<file path="src/rtl/hpd_pkg.sv">
package hpd_pkg;

  typedef enum logic [1:0] {
    MODE_TRACK   = 2'b00,
    MODE_FAST    = 2'b01,
    MODE_COAST   = 2'b10,
    MODE_COAST_H = 2'b11
  } loopModeE;

  // strobes from control to datapath
  typedef struct packed {
    logic upHeld;
    logic dnHeld;
    logic cmpDone;
    logic coast;
    logic fast;
  } ctrlStrobeT;

endpackage

</file>
<file path="src/rtl/hpd_sync_edge.sv">
module hpd_sync_edge #(
  parameter int STAGES = 2
) (
  input  logic clk,
  input  logic rstN,
  input  logic din,
  output logic rise
);
  // STAGES synchroniser flops plus one history flop for the edge
  logic [STAGES:0] pipe;

  always_ff @(posedge clk or negedge rstN) begin
    if (!rstN) pipe <= '0;
    else       pipe <= {pipe[STAGES-1:0], din};
  end

  assign rise = pipe[STAGES-1] & ~pipe[STAGES];
endmodule

</file>
<file path="src/rtl/hpd_ctrl.sv">
module hpd_ctrl
  import hpd_pkg::*;
#(
  parameter int SYNC_STAGES = 2
) (
  input  logic       clk,
  input  logic       rstN,
  input  logic       syncIn,
  input  logic       fbIn,
  input  logic [1:0] mode,
  output ctrlStrobeT strobe
);
  localparam int NUM_IN = 2;

  logic [NUM_IN-1:0] rawIn;
  logic [NUM_IN-1:0] evt;
  logic upQ, dnQ, done;
  loopModeE modeDec;

  assign rawIn = {fbIn, syncIn};

  for (genvar g = 0; g < NUM_IN; g++) begin : g_edge
    hpd_sync_edge #(.STAGES(SYNC_STAGES)) u_edge (
      .clk (clk),
      .rstN(rstN),
      .din (rawIn[g]),
      .rise(evt[g])
    );
  end

  // the comparison ends once both edges have been seen
  assign done = (upQ | evt[0]) & (dnQ | evt[1]);

  always_ff @(posedge clk or negedge rstN) begin
    if (!rstN) begin
      upQ <= 1'b0;
      dnQ <= 1'b0;
    end else if (done) begin
      upQ <= 1'b0;
      dnQ <= 1'b0;
    end else begin
      upQ <= upQ | evt[0];
      dnQ <= dnQ | evt[1];
    end
  end

  assign modeDec = loopModeE'(mode);

  always_comb begin
    strobe.upHeld  = upQ;
    strobe.dnHeld  = dnQ;
    strobe.cmpDone = done;
    strobe.coast   = (modeDec == MODE_COAST) || (modeDec == MODE_COAST_H);
    strobe.fast    = (modeDec == MODE_FAST);
  end
endmodule

</file>
<file path="src/rtl/hpd_datapath.sv">
module hpd_datapath
  import hpd_pkg::*;
#(
  parameter int OFS_W      = 12,
  parameter int LOCK_LINES = 8,
  parameter int STRETCH    = 4
) (
  input  logic             clk,
  input  logic             rstN,
  input  ctrlStrobeT       strobe,
  input  logic [OFS_W-1:0] lockWindow,
  output logic             pumpUp,
  output logic             pumpDown,
  output logic             pumpDrive,
  output logic             lockOut
);
  localparam int CNT_W = $clog2(LOCK_LINES + 1);
  localparam int STR_W = OFS_W + $clog2(STRETCH) + 1;
  localparam logic [CNT_W-1:0] LOCK_FULL = CNT_W'(LOCK_LINES);
  localparam logic [STR_W-1:0] STR_MULT  = STR_W'(STRETCH - 1);

  logic             held;
  logic [OFS_W-1:0] ofsCnt;
  logic [OFS_W:0]   ofsSum;
  logic [OFS_W-1:0] offsetNow;
  logic [STR_W-1:0] strCnt;
  logic             strDirUp;
  logic [CNT_W-1:0] goodCnt;
  logic [CNT_W-1:0] goodNext;
  logic             inWindow;
  logic             evalNow;
  logic             rawAct;
  logic             strAct;

  assign held      = strobe.upHeld | strobe.dnHeld;
  assign ofsSum    = {1'b0, ofsCnt} + {{OFS_W{1'b0}}, held};
  assign offsetNow = ofsSum[OFS_W] ? {OFS_W{1'b1}} : ofsSum[OFS_W-1:0];

  // offset in sample clocks between the two edges
  always_ff @(posedge clk or negedge rstN) begin
    if (!rstN)                     ofsCnt <= '0;
    else if (strobe.cmpDone)       ofsCnt <= '0;
    else if (held)                 ofsCnt <= offsetNow;
    else                           ofsCnt <= '0;
  end

  // fast-lock pulse extension
  always_ff @(posedge clk or negedge rstN) begin
    if (!rstN) begin
      strCnt   <= '0;
      strDirUp <= 1'b0;
    end else if (strobe.coast || !strobe.fast) begin
      strCnt   <= '0;
    end else if (strobe.cmpDone) begin
      strCnt   <= STR_MULT * STR_W'(offsetNow);
      strDirUp <= strobe.upHeld;
    end else if (strCnt != '0) begin
      strCnt   <= strCnt - 1'b1;
    end
  end

  // lock qualifier
  assign evalNow  = strobe.cmpDone & ~strobe.coast;
  assign inWindow = (offsetNow <= lockWindow);

  always_comb begin
    if (!inWindow)                goodNext = '0;
    else if (goodCnt == LOCK_FULL) goodNext = goodCnt;
    else                          goodNext = goodCnt + 1'b1;
  end

  always_ff @(posedge clk or negedge rstN) begin
    if (!rstN) begin
      goodCnt <= '0;
      lockOut <= 1'b0;
    end else if (evalNow) begin
      goodCnt <= goodNext;
      lockOut <= (goodNext != LOCK_FULL);
    end else begin
      lockOut <= 1'b0;
    end
  end

  // pump enables: raw comparison wins over an extension in progress
  assign rawAct    = held;
  assign strAct    = strobe.fast & (strCnt != '0) & ~rawAct;
  assign pumpUp    = ~strobe.coast & (strobe.upHeld | (strAct & strDirUp));
  assign pumpDown  = ~strobe.coast & (strobe.dnHeld | (strAct & ~strDirUp));
  assign pumpDrive = pumpUp | pumpDown;
endmodule

</file>
<file path="src/rtl/hsync_phase_det.sv">
module hsync_phase_det
  import hpd_pkg::*;
#(
  parameter int SYNC_STAGES = 2,
  parameter int OFS_W       = 12,
  parameter int LOCK_LINES  = 8,
  parameter int STRETCH     = 4
) (
  input  logic             clk,
  input  logic             rstN,
  input  logic             syncIn,
  input  logic             fbIn,
  input  logic [1:0]       mode,
  input  logic [OFS_W-1:0] lockWindow,
  output logic             pumpUp,
  output logic             pumpDown,
  output logic             pumpDrive,
  output logic             lockOut
);
  ctrlStrobeT strobe;

  hpd_ctrl #(.SYNC_STAGES(SYNC_STAGES)) u_ctrl (
    .clk   (clk),
    .rstN  (rstN),
    .syncIn(syncIn),
    .fbIn  (fbIn),
    .mode  (mode),
    .strobe(strobe)
  );

  hpd_datapath #(
    .OFS_W     (OFS_W),
    .LOCK_LINES(LOCK_LINES),
    .STRETCH   (STRETCH)
  ) u_dp (
    .clk       (clk),
    .rstN      (rstN),
    .strobe    (strobe),
    .lockWindow(lockWindow),
    .pumpUp    (pumpUp),
    .pumpDown  (pumpDown),
    .pumpDrive (pumpDrive),
    .lockOut   (lockOut)
  );
endmodule

</file>
<file path="config.mk">
export PLATFORM = sky130hd
export DESIGN_NAME = hsync_phase_det
export DESIGN_NICKNAME = d
export VERILOG_FILES = /design/src/rtl/hpd_pkg.sv /design/src/rtl/hpd_sync_edge.sv /design/src/rtl/hpd_ctrl.sv /design/src/rtl/hpd_datapath.sv /design/src/rtl/hsync_phase_det.sv
export SDC_FILE = /design/constraint.sdc
export NUM_CORES = 1
export LEC_CHECK = 0
export BUFFER_PORTS_ARGS = -buffer_cell sky130_fd_sc_hd__buf_2
export CORE_MARGIN = 2
export CORE_UTILIZATION = 51
export DETAILED_ROUTE_END_ITERATION = 6
export PLACE_DENSITY = 0.69
export SLEW_MARGIN = 15
export SYNTH_ARGS = -nofsm -noshare
export SYNTH_HDL_FRONTEND = slang
export SYNTH_SLANG_ARGS = --single-unit
</file>
<file path="constraint.sdc">
create_clock -name clk -period 6.3 [get_ports clk]
set_input_delay 0.63 -clock clk [delete_from_list [all_inputs] [get_ports clk]]
set_output_delay 0.63 -clock clk [all_outputs]
set_load 0.05 [all_outputs]
</file>
# Word-level counts from Yosys, hierarchy flattened
# Cells that the tools add are included.
# classes
add_sub_neg	3
n_mul	1
n_lt_le_gt_ge	1
n_eq_ne	5
muxes	11
bitwise_logic	22
n_reduce_logical	6
# op_table
cell	n
15-bit 2-to-1 mux	3
12-bit 2-to-1 mux	3
15-bit nonzero test	1
15-bit by 1-bit subtractor with 15-bit output (second input constant)	1
2-bit by 12-bit multiplier with 14-bit output (first input constant)	1
12-bit by 1-bit adder with 13-bit output	1
12-bit less-or-equal comparator	1
1-bit bitwise AND	10
4-bit 2-to-1 mux	2
1-bit NOT	6
1-bit bitwise OR	6
4-bit by 1-bit adder with 4-bit output (second input constant)	1
2-bit equality test (second input constant)	2
4-bit equality test (second input constant)	1
4-bit inequality test (second input constant)	1
1-bit 2-to-1 mux	3
3-bit nonzero test	1
2-bit by 1-bit equality test with 1-bit output (second input constant)	1
1-bit logical OR	2
2-bit AND reduction	1
1-bit logical NOT	1
# word_totals
ff_bits	41
input_bits	18
out_inout_bits	4
elab_cells	58

# Logic depth before layout (Yosys ltp)
# logic_depth
ltp_word	7
mapped_depth	16
ltp_nobuf	16

# Hierarchy
# Synthesis repeated with hierarchy kept, for this count alone.
# unflattened
cells_unflattened	336
area_unflattened_um2	2940.3
# modules_own_cells
mod	n_inst	cells_each	area_per_inst_um2	seq_area_each_um2
hpd_datapath	1	316	2658.8	825.8
hpd_sync_edge	2	4	88.8	75.1
hpd_ctrl	1	12	103.8	50.0

# Worst setup path after synthesis
# Ideal clock, no wire load.
# synth_path
path_kind	reg2reg
from	reg u_ctrl.upQ
to	reg u_dp.strCnt[13]
setup_time_ps	132
t_arrival_ps	3358
required_time_ps	6168
path_slack_ps	2810
path_stages_with_launch	16
n_path_buf	1
synth_period_minus_slack_ps	3490
path_cell_list	dfrtp_1 -> or2_2 -> ha_1 -> ha_1 -> nand2_1 -> nor3_1 -> nand4_1 -> clkbuf_1 -> nand2_1 -> ha_1 -> nor2b_1 -> o31a_1 -> a41oi_1 -> o21ai_0 -> a211oi_1 -> a211oi_2
# synth_via
elab_chain_len	6
elab_cells_between_ends	9
classes_between	add/sub (1); mul (1); mux (3); bitwise (3); reduce/logical (1)
# synth_rtl
element	line	source
start, declared	hpd_ctrl.sv:17	logic upQ, dnQ, done;
start signal, assigned	hpd_ctrl.sv:42	upQ <= upQ | evt[0];
1-bit bitwise OR	hpd_datapath.sv:35	assign held = strobe.upHeld | strobe.dnHeld;
12-bit by 1-bit adder with 13-bit output	hpd_datapath.sv:36	assign ofsSum = {1'b0, ofsCnt} + {{OFS_W{1'b0}}, held};
12-bit 2-to-1 mux	hpd_datapath.sv:37	assign offsetNow = ofsSum[OFS_W] ? {OFS_W{1'b1}} : ofsSum[OFS_W-1:0];
2-bit by 12-bit multiplier with 14-bit output	hpd_datapath.sv:55	strCnt <= STR_MULT * STR_W'(offsetNow);
15-bit 2-to-1 mux	hpd_datapath.sv:54	end else if (strobe.cmpDone) begin
15-bit 2-to-1 mux	hpd_datapath.sv:52	end else if (strobe.coast || !strobe.fast) begin
end signal, assigned	hpd_datapath.sv:55	
end signal, assigned	hpd_datapath.sv:58	strCnt <= strCnt - 1'b1;
end, declared	hpd_datapath.sv:26	logic [STR_W-1:0] strCnt;
# Parallel ways exist; a longest one is shown, timed or not.
# A chain may end at the register's enable or synchronous reset.

# Worst setup path in the final report
# Same ends and word-level chain as after synthesis.

==> flow_summary_export.csv <==
group,metric,value,unit
routing,drt_pass1_iterations,4,
yosys,synth_commonest_cells,"dfrtp_1 (41), nor2_1 (37), nand2_1 (32)",
yosys,synth_top_cell_area_share,33.9,%
clock_network,cts_hold_buffers,0,
global_routing,antenna_found_initial,0,
yosys,synth_seq_cells,41,
sta,timing.fmax,0.261,GHz
global_routing,grt.overflow.total,0,
sta,finalMaxSlewViolations,0,
power_and_ir_drop,peakVddDrop,226,µV
place,dp.final_hpwl,4.65,mm
yosys,synth_cells,331,
global_routing,met3_usage,3.33,%
place,portBuffers,21,
power_and_ir_drop,power_leakage,1.68,nW
place,pre_cts_slack,2510,ps
sta,worstMarginPinSlew,1090,ps
final_layout,drive_above_1_share,16.5,%
routing,wl_per_cell,14.0,µm
critical_path,worst-r2r-setup-slack,2460,ps
sta,setup_ws,2460,ps
global_routing,met2_usage,33.6,%
yosys,ys.flop_type,"dfrtp_1",
flow_run,max-cap-violations,0,
floorplan,die_width,81.0,µm
routing,avgViaCountPerCell,5.52,
clock_network,cts.htree.levels,2,
clock_network,clk_pin_slew,80,ps
clock_network,cts_resized,0,
sta,finalCritPeriodShare,60.9,%
yosys,synthesis.area,0.00302,mm²
yosys,ys_seq_area_share,33.9,%
yosys,synth_nets,380,
floorplan,fp.dieH,81.0,µm
sta,fin_setup_tns,0,ps
yosys,postSynthAreaPerCell,9.14,µm²
place,place_congestion,0.871,
yosys,ys.warnings.count,0,
global_routing,gr-max-usage-layer,"met2",
floorplan,num_rows,28,
critical_path,arrival,3980,ps
yosys,synth_edf_count,0,
clock_network,cts_buffer_depth,2,
final_layout,syn2layout_area_growth,7.28,%
clock_network,tritoncts,"done",
sta,rsz0062_at_grt,"false",
sta,final-setup-viol-count,0,
final_layout,insertedDiodeCount,0,
floorplan,io_pins,22,
critical_path,crit_path_end_kind,"flop",
global_routing,grt_pass1_wl,10.6,mm
worst_hold_path,hold_path_class,"reg2reg",
yosys,async_flop_share,100,%
clock_network,cts.sinks,41,
critical_path,cp_max_fo,12,
global_routing,grt_usage,20.9,%
routing,drt_iter0_markers,103,
sta,min_period,3840,ps
sta,skew,7.44,ps
routing,ant_nets,0,
final_layout,nFillCells,539,
floorplan,core,0.00582,mm²
yosys,yosysMostFrequentCell,"dfrtp_1",
routing,vias,2350,
clock_network,cts_inserted_buffers,5,
clock_network,clk_latency,300,ps
yosys,synth.distinct_cells,52,
final_layout,postLayoutCellArea,0.00324,mm²
sta,hold_violations,0,
clock_network,cts-root-buf,"clkbuf_8",
global_routing,grt_util_met1,28.9,%
run_status,status,"finished clean",
final_layout,final_nets,400,
floorplan,die_area,0.00656,mm²
yosys,yosys-top-cells-area,"dfrtp_1 (34%), ha_1 (12%), xnor2_1 (5.5%)",
critical_path,cp_data_required_time,6440,ps
power_and_ir_drop,p_per_area,385,mW/mm²
routing,drc,0,
global_routing,grt_max_degree,42,
routing,wirelength,5.98,mm
yosys,synth.largest_area_cell,"dfrtp_1",
floorplan,initial_utilization,52.0,%
place,dpl-instance-area,0.00315,mm²
clock_network,cts_setup_buffers,0,
critical_path,crit_path_start_kind,"flop",
global_routing,grt_pass1_vias,2266,
critical_path,worstSetupPathType,"reg2reg",
power_and_ir_drop,power.total,1.25,mW
sta,slew_headroom,26.8,%
## flip-flops by register name (all words and copies together) (netlist names)
register / count
u_dp.strCnt: 15
u_dp.ofsCnt: 12
u_dp.strDirUp: 1
u_dp.goodCnt: 4
u_dp.lockOut: 1
u_ctrl.dnQ: 1
u_ctrl.g_edge.u_edge.pipe: 6
u_ctrl.upQ: 1
## placed cells by master (no fill, tap or decap), types with 2 or more instances in the layout
| master | instances |
|---|---|
| nand4_1 | 6 |
| mux2_2 | 5 |
| xnor2_1 | 19 |
| ha_1 | 30 |
| nand2b_1 | 6 |
| buf_2 | 21 |
| and3_1 | 2 |
| nand2_1 | 32 |
| a21o_1 | 10 |
| o31ai_1 | 2 |
| xor2_1 | 8 |
| nor2b_1 | 2 |
| nand3_1 | 10 |
| o21ai_0 | 8 |
| dfrtp_1 | 41 |
| a41oi_1 | 3 |
| a21oi_1 | 29 |
| a211oi_2 | 10 |
| clkbuf_8 | 6 |
| a211o_1 | 2 |
| nor2_1 | 37 |
| inv_1 | 24 |
| nor4_1 | 2 |
| nor3_1 | 3 |
| or3_1 | 3 |
| or2_2 | 5 |
| o211ai_1 | 3 |
## cell families (layout without fill, tap and decap cells)
family | after synthesis | count (layout) | synth area share, %
fa+ha+maj | 31 | 31 | 13.1
flops | 41 | 41 | 33.9
buf+inv | 32 | 52 | 5.25
xor+xnor | 27 | 27 | 7.82
compound gates | 78 | 78 | 18.6
simple gates | 117 | 117 | 19.5
mux | 5 | 5 | 1.86
## layout make-up
| cell class | count | area, µm² | share of cell area, % |
|---|---|---|---|
| clock inverter | 1 | 7.51 | 0.231 |
| tap | 75 | 93.8 | 2.89 |
| sequential | 41 | 1030 | 31.6 |
| timing repair buffer | 21 | 105 | 3.24 |
| multi-input combinational | 258 | 1840 | 56.7 |
| clock buffer | 6 | 82.6 | 2.55 |
| inverter | 24 | 90.1 | 2.78 |
## stage by stage
step           instances  hold WS (ps)  utilization [%]
2_1_floorplan        331           331                -
3_3_place_gp         419           334             54.2
3_5_place_dp         419           337             54.2
4_1_cts              426           354             55.8
5_1_grt              426           358             55.8
6_report             426           351             55.8
## layer usage
layer	up-vias	wire length [µm]
met3	7	164
li1	1199	-
met5	-	0
met4	0	85
met2	32	2780
met1	1112	2950
## report_power, final
part           total [mW]  internal, mW  switching [mW]
Clock               0.181        0.0867          0.0938
Sequential          0.402         0.328          0.0743
Combinational       0.667         0.289           0.378
## worst max-delay path, stage by stage, from the launching register on
cell	delay [ps]
dfrtp_1	430
or2_2	350
ha_1	210
ha_1	200
nand2_1	150
nor3_1	90
nand4_1	340
nand2_1	190
ha_1	390
nor2b_1	170
o31a_1	270
a41oi_1	290
o21ai_0	190
a211oi_1	330
a211oi_2	80
## final timing paths
| check | to | start | cells after the start |
|---|---|---|---|
| worst max-delay path | u_dp.strCnt[13]$_DFFE_PN0P_ | u_ctrl.upQ$_DFF_PN0_ | 14 |
| worst min-delay path | u_ctrl.g_edge[0].u_edge.pipe[1]$_DFF_PN0_ | u_ctrl.g_edge[0].u_edge.pipe[0]$_DFF_PN0_ | 0 |
| worst max register to register | u_dp.strCnt[13]$_DFFE_PN0P_ | u_ctrl.upQ$_DFF_PN0_ | 14 |
| worst min register to register | u_ctrl.g_edge[0].u_edge.pipe[1]$_DFF_PN0_ | u_ctrl.g_edge[0].u_edge.pipe[0]$_DFF_PN0_ | 0 |
| max in group asynchronous | u_ctrl.g_edge[0].u_edge.pipe[2]$_DFF_PN0_ | rstN | 1 |
| min in group asynchronous | u_dp.ofsCnt[5]$_DFF_PN0_ | rstN | 1 |
Power figures use the tool's default switching activity.
